--- src/rtl/btn_cls_pkg.sv ---
package btn_cls_pkg;

    typedef enum logic [2:0] {
        RES_NONE   = 3'd0,
        RES_SINGLE = 3'd1,
        RES_DOUBLE = 3'd2,
        RES_HOLD   = 3'd3,
        RES_ERR    = 3'd7
    } result_e;

    typedef enum logic [1:0] {
        PH_IDLE  = 2'd0,
        PH_PRESS = 2'd1,
        PH_GAP   = 2'd2
    } phase_e;

    // Window length in ticks for a duration in ms: (num * ms) >> shift.
    function automatic logic [63:0] ms_to_ticks(input logic [31:0] num,
                                                 input int          shift,
                                                 input logic [31:0] ms);
        logic [63:0] prod;
        prod = 64'(num) * 64'(ms);
        return prod >> shift;
    endfunction

endpackage

--- src/rtl/btn_cls_timebase.sv ---
module btn_cls_timebase #(
    parameter int PRESCALE = 1024,
    parameter int CNT_W    = 16
) (
    input  logic             clk,
    input  logic             rst_n,
    output logic [CNT_W-1:0] tick_cnt_o
);
    localparam int PRE_W = (PRESCALE > 1) ? $clog2(PRESCALE) : 1;

    typedef struct packed {
        logic [PRE_W-1:0] pre;
        logic [CNT_W-1:0] cnt;
    } tb_state_t;

    tb_state_t tb_d, tb_q;
    logic      step;

    if (PRESCALE == 1) begin : g_nodiv
        assign step = 1'b1;
    end else begin : g_div
        assign step = (tb_q.pre == PRE_W'(PRESCALE - 1));
    end

    always_comb begin
        tb_d = tb_q;
        if (step) begin
            tb_d.pre = '0;
            tb_d.cnt = tb_q.cnt + 1'b1;
        end else begin
            tb_d.pre = tb_q.pre + 1'b1;
        end
    end

    always_ff @(posedge clk or negedge rst_n) begin
        if (!rst_n) tb_q <= '0;
        else        tb_q <= tb_d;
    end

    assign tick_cnt_o = tb_q.cnt;
endmodule

--- src/rtl/btn_cls_window.sv ---
module btn_cls_window
    import btn_cls_pkg::*;
#(
    parameter int TICK_NUM   = 48000,
    parameter int TICK_SHIFT = 10,
    parameter int DEFAULT_MS = 1000,
    parameter int GAP_MS     = 500,
    parameter int MS_W       = 16,
    parameter int CNT_W      = 16
) (
    input  logic [MS_W-1:0]  hold_ms_i,
    output logic [CNT_W-1:0] hold_ticks_o,
    output logic [CNT_W-1:0] gap_ticks_o
);
    localparam logic [CNT_W-1:0] GAP_TICKS =
        CNT_W'(ms_to_ticks(32'(TICK_NUM), TICK_SHIFT, 32'(GAP_MS)));

    logic [31:0] ms_eff;

    always_comb begin
        if (hold_ms_i == '0) ms_eff = 32'(DEFAULT_MS);
        else                 ms_eff = 32'(hold_ms_i);
    end

    assign hold_ticks_o = CNT_W'(ms_to_ticks(32'(TICK_NUM), TICK_SHIFT, ms_eff));
    assign gap_ticks_o  = GAP_TICKS;
endmodule

--- src/rtl/btn_cls_fsm.sv ---
module btn_cls_fsm
    import btn_cls_pkg::*;
#(
    parameter int CNT_W = 16
) (
    input  logic             clk,
    input  logic             rst_n,
    input  logic             start_i,
    input  logic             btn_i,
    input  logic             mode_held_i,
    input  logic [CNT_W-1:0] hold_ticks_i,
    input  logic [CNT_W-1:0] gap_ticks_i,
    input  logic [CNT_W-1:0] tick_cnt_i,
    output logic             done_o,
    output logic [2:0]       result_o,
    output logic             busy_o,
    output logic             gap_o,
    output logic             held_mode_o
);
    typedef struct packed {
        phase_e           phase;
        logic             held;
        logic [CNT_W-1:0] target;
        logic             done;
        result_e          res;
    } fsm_state_t;

    fsm_state_t st_d, st_q;
    logic       expired;

    assign expired = (tick_cnt_i == st_q.target);

    always_comb begin
        st_d      = st_q;
        st_d.done = 1'b0;
        case (st_q.phase)
            PH_IDLE: begin
                if (start_i) begin
                    if (!btn_i) begin
                        st_d.done = 1'b1;
                        st_d.res  = RES_NONE;
                    end else begin
                        st_d.phase  = PH_PRESS;
                        st_d.held   = mode_held_i;
                        st_d.target = tick_cnt_i + hold_ticks_i;
                    end
                end
            end
            PH_PRESS: begin
                if (!btn_i) begin
                    if (st_q.held) begin
                        st_d.done  = 1'b1;
                        st_d.res   = RES_SINGLE;
                        st_d.phase = PH_IDLE;
                    end else begin
                        st_d.phase  = PH_GAP;
                        st_d.target = tick_cnt_i + gap_ticks_i;
                    end
                end else if (expired) begin
                    st_d.done  = 1'b1;
                    st_d.res   = RES_HOLD;
                    st_d.phase = PH_IDLE;
                end
            end
            PH_GAP: begin
                if (btn_i) begin
                    st_d.done  = 1'b1;
                    st_d.res   = RES_DOUBLE;
                    st_d.phase = PH_IDLE;
                end else if (expired) begin
                    st_d.done  = 1'b1;
                    st_d.res   = RES_SINGLE;
                    st_d.phase = PH_IDLE;
                end
            end
            default: begin
                st_d.done  = 1'b1;
                st_d.res   = RES_ERR;
                st_d.phase = PH_IDLE;
            end
        endcase
    end

    always_ff @(posedge clk or negedge rst_n) begin
        if (!rst_n) begin
            st_q.phase  <= PH_IDLE;
            st_q.held   <= 1'b0;
            st_q.target <= '0;
            st_q.done   <= 1'b0;
            st_q.res    <= RES_NONE;
        end else begin
            st_q <= st_d;
        end
    end

    assign done_o      = st_q.done;
    assign result_o    = st_q.res;
    assign busy_o      = (st_q.phase != PH_IDLE);
    assign gap_o       = (st_q.phase == PH_GAP);
    assign held_mode_o = st_q.held;
endmodule

--- src/rtl/btn_click_classifier.sv ---
module btn_click_classifier #(
    parameter int PRESCALE   = 1024,
    parameter int CNT_W      = 16,
    parameter int MS_W       = 16,
    parameter int TICK_NUM   = 48000,
    parameter int TICK_SHIFT = 10,
    parameter int DEFAULT_MS = 1000,
    parameter int GAP_MS     = 500
) (
    input  logic            clk,
    input  logic            rst_n,
    input  logic            btn_i,
    input  logic            start_i,
    input  logic            mode_held_i,
    input  logic [MS_W-1:0] hold_ms_i,
    output logic            done_o,
    output logic [2:0]      result_o
);
    logic [CNT_W-1:0] tick_cnt;
    logic [CNT_W-1:0] hold_ticks;
    logic [CNT_W-1:0] gap_ticks;
    logic             busy;
    logic             in_gap;
    logic             held_mode;

    btn_cls_timebase #(
        .PRESCALE (PRESCALE),
        .CNT_W    (CNT_W)
    ) u_timebase (
        .clk        (clk),
        .rst_n      (rst_n),
        .tick_cnt_o (tick_cnt)
    );

    btn_cls_window #(
        .TICK_NUM   (TICK_NUM),
        .TICK_SHIFT (TICK_SHIFT),
        .DEFAULT_MS (DEFAULT_MS),
        .GAP_MS     (GAP_MS),
        .MS_W       (MS_W),
        .CNT_W      (CNT_W)
    ) u_window (
        .hold_ms_i    (hold_ms_i),
        .hold_ticks_o (hold_ticks),
        .gap_ticks_o  (gap_ticks)
    );

    btn_cls_fsm #(
        .CNT_W (CNT_W)
    ) u_fsm (
        .clk          (clk),
        .rst_n        (rst_n),
        .start_i      (start_i),
        .btn_i        (btn_i),
        .mode_held_i  (mode_held_i),
        .hold_ticks_i (hold_ticks),
        .gap_ticks_i  (gap_ticks),
        .tick_cnt_i   (tick_cnt),
        .done_o       (done_o),
        .result_o     (result_o),
        .busy_o       (busy),
        .gap_o        (in_gap),
        .held_mode_o  (held_mode)
    );
endmodule

--- config.mk ---
export PLATFORM = sky130hd
export DESIGN_NAME = btn_click_classifier
export DESIGN_NICKNAME = d
export VERILOG_FILES = /design/src/rtl/btn_cls_pkg.sv /design/src/rtl/btn_cls_timebase.sv /design/src/rtl/btn_cls_window.sv /design/src/rtl/btn_cls_fsm.sv /design/src/rtl/btn_click_classifier.sv
export SDC_FILE = /design/constraint.sdc
export NUM_CORES = 1
export LEC_CHECK = 0
export BUFFER_PORTS_ARGS = -buffer_cell sky130_fd_sc_hd__buf_2
export CORE_MARGIN = 2
export CORE_UTILIZATION = 50
export DETAILED_ROUTE_END_ITERATION = 10
export HOLD_SLACK_MARGIN = 0.08
export PLACE_DENSITY = 0.77
export SLEW_MARGIN = 20
export SYNTH_ARGS = -nofsm -noshare
export SYNTH_HDL_FRONTEND = slang
export SYNTH_SLANG_ARGS = --single-unit
--- constraint.sdc ---
create_clock -name clk -period 5.5 [get_ports clk]
set_input_delay 0.275 -clock clk [delete_from_list [all_inputs] [get_ports clk]]
set_output_delay 0.275 -clock clk [all_outputs]
set_load 0.02 [all_outputs]
==> out/summary.txt, run 1 <==
Vias: 5082
First-pass GRT wire length: 23.2 mm
Worst-Margin Slew: 0.738 ns
Initial antenna violation count: 0
Vias in the first global route: 5227
Initial Util: 50.7%
Final Cycle Share: 108%
Clock Skews: 0.00697 ns
Synth Flop Type: dfrtp_1
Synth Area in XOR/XNOR: 11.3%
DIE WIDTH: 117 um
CP Max Fanout: 3
Final min period: 5.96 ns
Dpl cell area: 0.00737 sq mm
CP endpoint kind: register
CTS Hold Bufs: 0
Synth top area share: 19.3%
Final Hold Fails: 0
Drt drc: 0
Gpl congestion: 0.861
FILL cells: 1017
Core Box Area: 0.0125 sq mm
Setup crit start kind: input port
Port buffer count: 24
Failing checks: negative setup slack
Post-Syn Nets: 872
Final ANT Viol Nets: 0
Synth-to-Final Area Change: 26.5%
Maximum buffer depth of the clock tree: 2
Die area: 0.0136 sq mm
Slew margin rel.: 50.6%
Slowest library cell on the worst path: fa_2
DR pass1 iterations: 4
Overall fraction of global-route tracks in use: 21.2%
Post-synth EDFFs: 0
Post-synthesis average cell area: 8.81 sq um
Ys Warns: 0
Drt total wl: 14.4 mm
Worst Path Arrival: 6.12 ns
WL/cell: 14.3 um
Mux cell area share after synthesis: 0.512%
Pwr Density: 617 mW/mm^2
Max-slew violation count: 0
Synth Area in Compound Gates: 11.3%
CTS Buf Count: 5
Post-synthesis adder-cell area fraction: 32.5%
Crit-path max cell delay: 0.53 ns
Simple-Gate Fraction of Synth Area: 13.7%
Worst hold path class: input port to asynchronous set/reset pin
Fin Hold WS: 0.0701 ns
Nets: 985
DP HPWL: 10.7 mm
Worst VDD drop: 410 uV
Crit Path Class: input port to register
IO Count: 25
FF+latch count, synth: 49
P_leak: 4.07 nW
Mapped Cells: 721
Skew-Pair Late Insertion Delay: 0.29 ns
Root buf cell: clkbuf_16
Setup slack, reg-to-reg: 2.58 ns
Fin worst setup slack: -0.459 ns
Ant diodes: 0
Dominant cell type by area after synthesis: dfrtp_1
Global route overflow: 0
# rows: 41
Synth cell types: 59
H-Tree Depth: 2
Max_cap viols: 0
Ys async rst share: 100%
Number of DRC markers in iteration 0: 210
Clock transition at path regs: 0.06 ns
Total power: 4.95 mW
CTS tree: built
Largest net degree at the start of global routing: 50
Run status: complete, but fails checks
Layout cells sized above 1: 29.2%
RSZ-0062 raised after global routing: yes
Die Ht: 117 um
Cell Area, Synth: 0.00635 sq mm
Max frequency: 168 MHz
Final setup vio count: 7
WP data required: 5.66 ns
Final instance area: 0.00803 sq mm
Sequential fraction of the synthesis area: 19.3%
Vias/cell: 5.06
Clock Sinks: 49
Largest family of logic cells by synthesized area: adder cells
Area contributors post-synth: dfrtp_1 19%, fa_1 18%, ha_1 14%
-- power breakdown --
group | internal, mW | total [mW] | switching [mW]
Clock | 0.163 | 0.288 | 0.125
Sequential | 0.428 | 0.477 | 0.0488
Combinational | 2.09 | 4.19 | 2.10
Total | 2.68 | 4.95 | 2.27
-- sequential cells by signal (all words and copies together), names as in the netlist --
signal and flops:
u_fsm.st_q 18, u_timebase.tick_cnt_o 16, u_timebase.tb_q 10, u_fsm.result_o 3, u_fsm.done_o 1, u_fsm.held_mode_o 1
-- cell type report --
cell class                 count  area (sq um)  share of cell area (%)
multi-input combinational    490          4880                    60.7
sequential                    49          1230                    15.3
timing repair buffer         132           973                    12.1
inverter                     156           608                    7.57
tap                          172           215                    2.68
clock buffer                   5           125                    1.56
clock inverter                 1          5.00                  0.0623
-- cell usage in the layout, fill, tap and decap left out, types with 4 or more instances in the layout --
cell type and n:
inv_1 140, buf_4 102, ha_1 56, fa_1 54, nor2_1 53, dfrtp_1 49, xnor2_1 40, nand2_1 36
xor2_1 36, a21oi_1 25, buf_2 22, inv_2 12, nand2b_1 11, nand3_1 11, ha_4 10, a21oi_2 9
a22oi_1 9, o21ai_0 7, nand4_1 6, ha_2 6, buf_6 6, a21oi_4 5, nor2b_1 5, o21ai_1 5
clkbuf_16 5, a21o_1 4, and3_1 4, and2_1 4, o21ai_2 4, nor3_1 4, o31ai_1 4, nor4_1 4
xnor2_2 4, fa_2 4
-- metrics by stage --
step | cells | TNS (ns) | worst slack [ns] | util (%)
after floorplan | 721 | -1.74 | -0.569 | -
after global placement | 982 | -5.09 | -0.825 | 58.9
after detailed placement | 982 | -5.62 | -0.945 | 58.9
after CTS | 998 | -1.67 | -0.360 | 62.3
after global routing | 1005 | -4.11 | -0.705 | 64.2
final | 1005 | -2.06 | -0.459 | 64.2
-- final timing paths --
path,start,endpoint,depth (start not counted)
min in group clk,mode_held_i,u_fsm.held_mode_o,2
setup / recovery,hold_ms_i[7],u_fsm.st_q[19],31
hold / removal,rst_n,u_timebase.tick_cnt_o[15],2
setup reg to reg,u_timebase.tick_cnt_o[0],u_fsm.st_q[18],12
hold reg to reg,u_timebase.tb_q[24],u_timebase.tb_q[24],1
max in group asynchronous,rst_n,u_timebase.tick_cnt_o[9],2
-- cells by family (layout without fill, tap and decap cells) --
| kind of cell | Yosys count | in the layout |
|---|---|---|
| multiplexers | 3 | 3 |
| AND/OR/NAND/NOR | 173 | 173 |
| adder cells (fa/ha/maj) | 130 | 130 |
| AO/OA/AOI/OAI | 103 | 103 |
| flip-flops | 49 | 49 |
| buffers and inverters | 182 | 294 |
| XOR/XNOR | 81 | 81 |
-- worst max-delay path, delay by kind of cell --
kind	cells	cell delay, ns
XOR/XNOR	3	0.48
AO/OA/AOI/OAI	6	0.98
buffers and inverters	7	0.72
AND/OR/NAND/NOR	8	1.15
adder cells (fa/ha/maj)	7	2.50
-- cell usage after synthesis, types with 2 or more instances --
cell	count
inv_1	156
ha_1	72
fa_1	58
nor2_1	55
dfrtp_1	49
xnor2_1	43
nand2_1	39
xor2_1	37
a21oi_1	36
clkbuf_1	13
nand3_1	13
o21ai_0	13
nand2b_1	12
a22oi_1	9
buf_2	7
a211oi_1	6
nand4_1	6
nor2b_1	6
o31ai_1	6
and3_1	5
nor3_1	5
a21o_1	4
and2_1	4
and4_1	4
buf_4	4
nor4_1	4
or2_2	4
a21oi_2	3
nor3_2	3
o21ai_1	3
o221ai_1	3
or3_1	3
a31oi_1	2
a32oi_1	2
buf_6	2
mux2_2	2
o211ai_2	2
o21a_1	2
o22a_1	2
o41ai_2	2
or2b_1	2
-- metal layers --
layer,routed length [um],vias up,GRT usage [%]
met5,0,-,0
met4,272,0,5.65
met2,7560,82,37.8
met3,281,21,1.76
met1,6260,2468,27.8
li1,-,2511,-
-- repair_timing --
item                       in CTS  in global routing
pin swaps                      51                 37
setup endpoints to repair       9                 10
gates resized for setup        52                 36
buffers inserted               10                  7
No activity file was read; power rests on OpenSTA's default activity.
==> run 2: changes to the inputs <==
- clock period: 5.5 -> 6.2 ns (I/O delays scaled with it)
==> run 2 against run 1 <==
Effect of this change:
- the flow now finishes without violations
- design area down 4.5%
- critical path depth unchanged
- count of clock-buffer cells in the layout up 1
- die area unchanged
- utilization down 2.9 points
- global-route usage down 1.2 points
- total power down 18%
- final cell count down 2.9%
- critical path type unchanged
- critical endpoint unchanged
- highest routed layer unchanged
==> out/summary.txt, run 2 (synthesis results as in run 1) <==
Worst-Margin Slew: 0.759 ns
WP data required: 6.36 ns
Setup slack, reg-to-reg: 3.28 ns
CP Max Fanout: 4
P_leak: 3.91 nW
R2R depth: 11
RSZ-0062 raised after global routing: yes
Switching share of power: 44.5%
Initial antenna violation count: 0
DR pass1 iterations: 4
Drt drc: 0
Die Ht: 117 um
Total power: 4.04 mW
Maximum buffer depth of the clock tree: 2
Max frequency: 165 MHz
Vias/cell: 5.01
Clock transition at path regs: 0.07 ns
Final Hold Fails: 0
Crit path top cell by count: fa_1
Port buffer count: 24
Slew margin rel.: 49.2%
Commonest non-fill, non-tap cell in the layout: inv_1
Max-slew violation count: 0
Max_cap viols: 0
Number of DRC markers in iteration 0: 222
Setup TNS: 0 ns
Int Power: 2.24 mW
Drt total wl: 13.2 mm
H-Tree Depth: 2
Fin cells: 976
Global route overflow: 0
First-pass GRT wire length: 22.2 mm
Vias in the first global route: 4963
Critical Path End: u_fsm.st_q[19]
Initial Util: 50.7%
Die area: 0.0136 sq mm
Core Box Area: 0.0125 sq mm
Worst hold path class: input port to asynchronous set/reset pin
Placed Cells: 958
Worst Path Arrival: 6.23 ns
CP endpoint kind: register
Nets: 954
WL/cell: 13.6 um
Clock Sinks: 49
Largest net degree at the start of global routing: 50
Vias: 4885
Final setup vio count: 0
Gpl congestion: 0.848
Run status: finished clean
Setup crit start kind: input port
Synth-to-Final Area Change: 20.8%
Final instance area: 0.00767 sq mm
Overall fraction of global-route tracks in use: 20.1%
DP HPWL: 10.3 mm
R2R Path Start: u_timebase.tick_cnt_o[0]
FILL cells: 1029
Logic pwr share: 81.7%
Psw: 1.80 mW
Layout cells sized above 1: 24.4%
Seq pwr share: 10.5%
Crit Reg-Reg Endpoint: u_fsm.st_q[16]
Crit Path Class: input port to register
Skew-Pair Late Insertion Delay: 0.29 ns
Dpl cell area: 0.00708 sq mm
Clock power share: 7.8%
Final Cycle Share: 98.0%
Root buf cell: clkbuf_16
Pwr Density: 527 mW/mm^2
Crit-path max cell delay: 0.56 ns
Clock Skews: 0.0107 ns
# rows: 41
Commonest cells after routing, fill and taps aside: 144 x inv_1, 76 x buf_4, 62 x ha_1, 54 x fa_1, 53 x nor2_1
Biggest register: u_fsm.st_q
Critical Path Start: hold_ms_i[7]
Worst VDD drop: 337 uV
IO Count: 25
Slowest library cell on the worst path: fa_1
DIE WIDTH: 117 um
Max FFs per register: 18
Final min period: 6.07 ns
Ant diodes: 0
Final ANT Viol Nets: 0
CTS tree: built
CTS Buf Count: 5
run 2: cell types whose count changed in the layout (fill, tap and decap cells not counted), sizes merged:
cell | before | now
buf | 132 | 101
bufinv | 0 | 1
clkbuf | 5 | 6
clkinv | 1 | 0
clkinvlp | 0 | 1
run 2: worst min-delay path by stage:
stage               start                        end  slack, ns  cells after the start
floorplan           rst_n               u_fsm.done_o       0.01                      0
global placement    rst_n  u_timebase.tick_cnt_o[13]       0.45                      2
detailed placement  rst_n             u_fsm.st_q[18]       0.45                      2
CTS                 rst_n  u_timebase.tick_cnt_o[13]       0.15                      2
global route        rst_n  u_timebase.tick_cnt_o[15]       0.17                      2
finish              rst_n               u_fsm.done_o       0.12                      2
run 2: layout make-up:
type                    instances  area [sq um]  share of cell area, %
inverters                     156           591                   7.70
flip-flops and latches         49          1230                   16.0
clock inverters                 2          37.5                  0.489
well taps                     172           215                   2.81
repair buffers                101           714                   9.31
multi-input cells             490          4750                   61.9
clock buffers                   6           139                   1.81
run 2: worst max-delay path: cells and delay by family:
kind	cells	cell delay [ns]
adder cells (fa/ha/maj)	7	2.61
AND/OR/NAND/NOR	8	1.28
AO/OA/AOI/OAI	6	0.92
buffers and inverters	7	0.61
XOR/XNOR	3	0.47
run 2: power by group through the flow:
stage	clock (mW)	combinational, mW	sequential, mW
after floorplan	0	1.88	0.419
after global routing	0.334	3.66	0.430
after detailed placement	0	2.67	0.428
after global placement	0	2.62	0.423
final	0.316	3.30	0.423
after CTS	0.322	2.79	0.422
run 2: repair_timing:
item,in CTS,in global routing
endpoints found under the setup margin,2,8
hold buffers,0,0
endpoints found under the hold margin,0,0
buffers inserted,5,6
gates resized for setup,3,76
pin swaps,2,47
run 2: per-stage QoR:
stage / worst slack [ns] / hold slack [ns] / utilization, %
2_1_floorplan: 0.00643 / 0.0144 / -
3_3_place_gp: -0.325 / 0.446 / 56.6
3_5_place_dp: -0.354 / 0.448 / 56.6
4_1_cts: 0.000155 / 0.146 / 58.4
5_1_grt: -0.227 / 0.169 / 61.3
6_report: 0.127 / 0.116 / 61.3
run 2: metal layers:
| layer | wire [um] | track usage, % | vias up | part of all wire, % |
|---|---|---|---|---|
| met5 | 0 | 0 | - | 0 |
| met4 | 151 | 3.84 | 0 | 1.1 |
| met3 | 318 | 1.40 | 10 | 2.4 |
| met2 | 6670 | 34.1 | 65 | 50 |
| met1 | 6100 | 28.5 | 2357 | 46 |
| li1 | - | - | 2453 | - |
